===== config.mk =====
export PLATFORM = sky130hd
export DESIGN_NAME = key_prot_store
export DESIGN_NICKNAME = d
export VERILOG_FILES = /design/src/rtl/key_prot_store.sv
export SDC_FILE = /design/constraint.sdc
export NUM_CORES = 1
export LEC_CHECK = 0
export BUFFER_PORTS_ARGS = -buffer_cell sky130_fd_sc_hd__buf_2
export CAP_MARGIN = 20
export CELL_PAD_IN_SITES_DETAIL_PLACEMENT = 1
export CELL_PAD_IN_SITES_GLOBAL_PLACEMENT = 2
export CORE_ASPECT_RATIO = 1.1
export CORE_UTILIZATION = 50
export DETAILED_ROUTE_END_ITERATION = 16
export PLACE_DENSITY_LB_ADDON = 0.25
export SYNTH_ARGS = -nofsm -noshare
export SYNTH_HDL_FRONTEND = slang
export SYNTH_SLANG_ARGS = --single-unit
export TNS_END_PERCENT = 100

===== constraint.sdc =====
create_clock -name clk_i -period 5.7 [get_ports clk_i]
set_input_delay 0.57 -clock clk_i [delete_from_list [all_inputs] [get_ports clk_i]]
set_output_delay 0.57 -clock clk_i [all_outputs]
set_load 0.005 [all_outputs]

===== src/rtl/key_prot_store.sv =====
module key_prot_store #(
  parameter int unsigned NUM_BLK = 32,
  parameter int unsigned IDX_W   = 5,
  parameter int unsigned KEY_W   = 4
) (
  input  logic             clk_i,
  input  logic             rst_ni,
  input  logic             wr_en_i,
  input  logic [IDX_W-1:0] wr_idx_i,
  input  logic [KEY_W-1:0] wr_key_i,
  input  logic [IDX_W-1:0] rd_idx_i,
  output logic [KEY_W-1:0] rd_key_o
);
  logic [KEY_W-1:0] key_q [NUM_BLK];

  for (genvar b = 0; b < NUM_BLK; b++) begin : g_blk
    logic hit_wr;
    assign hit_wr = wr_en_i && (wr_idx_i == IDX_W'(b));
    always_ff @(posedge clk_i or negedge rst_ni) begin
      if (!rst_ni)     key_q[b] <= '0;
      else if (hit_wr) key_q[b] <= wr_key_i;
    end
  end

  // read returns the value held before any same-edge write
  assign rd_key_o = key_q[rd_idx_i];
endmodule


==> insert_results.sql <==
INSERT INTO impl_metrics (metric_group, metric, value, unit) VALUES
('detailed_routing', 'dr_total_vias', '3363', ''),
('clocking', 'clock_tree.htree_level_count', '4', ''),
('worst_setup_path', 'worstPathCellList', 'buf_2, buf_4, mux4_2, mux4_2, mux2_2, buf_2', ''),
('synth', 'register_area_share_after_synthesis', '53.56', '%'),
('worst_setup_path', 'rr_endpoint', 'key_q[11]$_DFFE_PN0P_', ''),
('floorplan', 'io_pins', '21', ''),
('finish', 'diodes', '0', ''),
('synth', 'total_standard_cell_area_after_synthesis', '5981', 'µm²'),
('clocking', 'cts_post_setup_buffers_inserted', '0', ''),
('finish', 'nets', '406', ''),
('detailed_routing', 'drt_iter0_markers', '129', ''),
('timing', 'finalSetupTns', '0', 'ns'),
('finish', 'filler_cell_count', '1055', ''),
('detailed_routing', 'drt.antenna.violating_nets', '0', ''),
('synth', 'post-synth-top-count-cell', 'sky130_fd_sc_hd__mux2_2', ''),
('detailed_routing', 'firstDrtPassIters', '5', ''),
('global_routing', 'globalRouteTotalUtil', '25.29', '%'),
('clocking', 'cts_buffers', '17', ''),
('worst_setup_path', 'r2r-start', 'key_q[11]$_DFFE_PN0P_', ''),
('floorplan', 'die_height', '116.7', 'µm'),
('timing', 'grt_setup_unrepaired', 'no', ''),
('clocking', 'longest_clk_path_bufs', '2', ''),
('global_routing', 'grt_antenna_before_repair', '0', ''),
('global_routing', 'grt_max_degree', '68', ''),
('global_routing', 'grt_first_pass_wirelength', '22250', 'µm'),
('floorplan', 'die_area', '12400', 'µm²'),
('power_and_ir_drop', 'p_per_area', '395.1', 'nW/µm²'),
('finish', 'layout.cell_area.non_filler', '6753', 'µm²'),
('worst_setup_path', 'cell_depth_of_the_worst_flop_to_flop_path', '1', ''),
('worst_setup_path', 'rrSetupSlack', '4.89', 'ns'),
('synth', 'async_reset_ff_share', '100.0', '%'),
('finish', 'multi_input_area', '2653', 'µm²'),
('outcome', 'status', 'complete, no violations', ''),
('floorplan', 'rows', '41', ''),
('placed_design', 'buffer_ports.inserted', '20', ''),
('timing', 'finalHoldViolations', '0', ''),
('placed_design', 'placement.setup.worst_slack', '2.014', 'ns'),
('floorplan', 'floorplan.initialDensity', '51.82', '%'),
('clocking', 'clock_root_buffer', 'sky130_fd_sc_hd__clkbuf_16', ''),
('power_and_ir_drop', 'vdd.ir_drop.worst', '0.2110', 'mV'),
('global_routing', 'met3_usage', '6.083', '%'),
('synth', 'netlist_top_cells_area', 'sky130_fd_sc_hd__dfrtp_1 54%, sky130_fd_sc_hd__mux2_2 25%, sky130_fd_sc_hd__mux4_2 15%', ''),
('timing', 'holdWs', '0.2512', 'ns'),
('finish', 'fraction_of_final_layout_cells_with_drive_strength_greater_than_1', '55.47', '%'),
('clocking', 'cts_num_sinks', '128', ''),
('global_routing', 'met1_usage', '33.77', '%'),
('finish', 'max_reg_flops', '128', ''),
('global_routing', 'global_route.peak_usage_layer', 'met2', ''),
('worst_setup_path', 'cp_slowest_cell', 'sky130_fd_sc_hd__buf_2', ''),
('timing', 'drv_slew', '0', ''),
('synth', 'syn_avg_cell_area', '15.95', 'µm²'),
('timing', 'setup-violations-final', '0', ''),
('detailed_routing', 'routed_via_density', '6.092', ''),
('run', 'max_cap_violations', '0', ''),
('synth', 'yosys.area.top_type', 'sky130_fd_sc_hd__dfrtp_1', ''),
('worst_setup_path', 'critical_path_peak_fanout', '25', ''),
('clocking', 'post_cts_hold_buffer_count', '0', ''),
('clocking', 'cts-resized-gates', '0', ''),
('global_routing', 'global_route.usage.met2', '40.82', '%'),
('timing', 'worstMarginPinSlew', '0.8701', 'ns'),
('floorplan', 'die_width', '106.3', 'µm'),
('clocking', 'tritoncts', 'built', ''),
('worst_setup_path', 'startpoint_type', 'primary input', ''),
('finish', 'area_growth', '12.91', '%'),
('timing', 'tmin_final', '3.620', 'ns'),
('placed_design', 'gp_routability_congestion', '0.7771', ''),
('timing', 'finalWorstSetupSlack', '2.080', 'ns'),
('synth', 'synth_common_cells', '132 x sky130_fd_sc_hd__mux2_2, 128 x sky130_fd_sc_hd__dfrtp_1, 40 x sky130_fd_sc_hd__mux4_2, 22 x sky130_fd_sc_hd__clkbuf_1', ''),
('timing', 'clock-skew-final', '0', 'ns'),
('detailed_routing', 'routed_wire_length_per_instance', '24.88', 'µm'),
('worst_setup_path', 'worst_ep_required_time', '5.13', 'ns');
[cell usage in the layout (no fill, tap or decap)]
cell type	instances
sky130_fd_sc_hd__nand3b_1	2
sky130_fd_sc_hd__nor2_1	12
sky130_fd_sc_hd__bufinv_16	1
sky130_fd_sc_hd__dfrtp_1	128
sky130_fd_sc_hd__nand2b_1	2
sky130_fd_sc_hd__clkbuf_16	17
sky130_fd_sc_hd__clkbuf_1	3
sky130_fd_sc_hd__nand4_1	1
sky130_fd_sc_hd__nor3_1	1
sky130_fd_sc_hd__mux2_2	132
sky130_fd_sc_hd__nand4b_1	3
sky130_fd_sc_hd__buf_2	19
sky130_fd_sc_hd__nor2b_1	5
sky130_fd_sc_hd__nand2_1	12
sky130_fd_sc_hd__nor4b_1	1
sky130_fd_sc_hd__or3_1	3
sky130_fd_sc_hd__nor3b_1	2
sky130_fd_sc_hd__clkinv_2	3
sky130_fd_sc_hd__buf_4	3
sky130_fd_sc_hd__clkbuf_8	8
sky130_fd_sc_hd__nor4bb_1	3
sky130_fd_sc_hd__and3_1	1
sky130_fd_sc_hd__mux4_2	40
[per-stage QoR]
stage                     util (%)  std cells
after CTS                    58.50        552
after global placement       53.38        520
after floorplan                  -        375
after global routing         58.50        552
after detailed placement     53.38        520
final                        58.50        552
[area by class of cell]
class | count | area share, %
timing repair buffer | 22 | 1.742
clock buffer | 28 | 8.097
sequential | 128 | 47.43
multi-input combinational | 220 | 39.28
clock inverter | 4 | 0.6670
tap | 150 | 2.779
[power by group]
| group | switching [W] | internal, W |
|---|---|---|
| sequential | 0.000106 | 0.00109 |
| combinational | 0.000153 | 0.000251 |
| clock | 0.000381 | 0.000690 |
| total | 0.000639 | 0.00203 |
[logic make-up after synthesis]
group | count (synthesis) | share of synthesized area [%]
multiplexers | 172 | 39.92
flip-flops | 128 | 53.56
buffers and inverters | 27 | 2.092
AND/OR/NAND/NOR | 48 | 4.435
[per-layer routing]
layer  wire length [µm]  share of wire [%]  up-vias
met5                  0                  0        -
met4                233                1.7        0
met3                458                3.3       20
met2               6915                 50       60
met1               6124                 45     1845
li1                   -                  -     1438
[worst max path at each step]
stage | start | cells past startpoint | end | slack (ns)
6_report | rd_idx_i[1] | 6 | rd_key_o[1] | 2.08
2_1_floorplan | rd_idx_i[2] | 5 | rd_key_o[0] | 2.93
5_1_grt | rd_idx_i[1] | 6 | rd_key_o[0] | 1.93
3_3_place_gp | rd_idx_i[1] | 6 | rd_key_o[0] | 2.05
4_1_cts | rd_idx_i[1] | 6 | rd_key_o[1] | 2.01
3_5_place_dp | rd_idx_i[1] | 6 | rd_key_o[1] | 2.01
No activity file was read; power rests on OpenSTA's default activity.
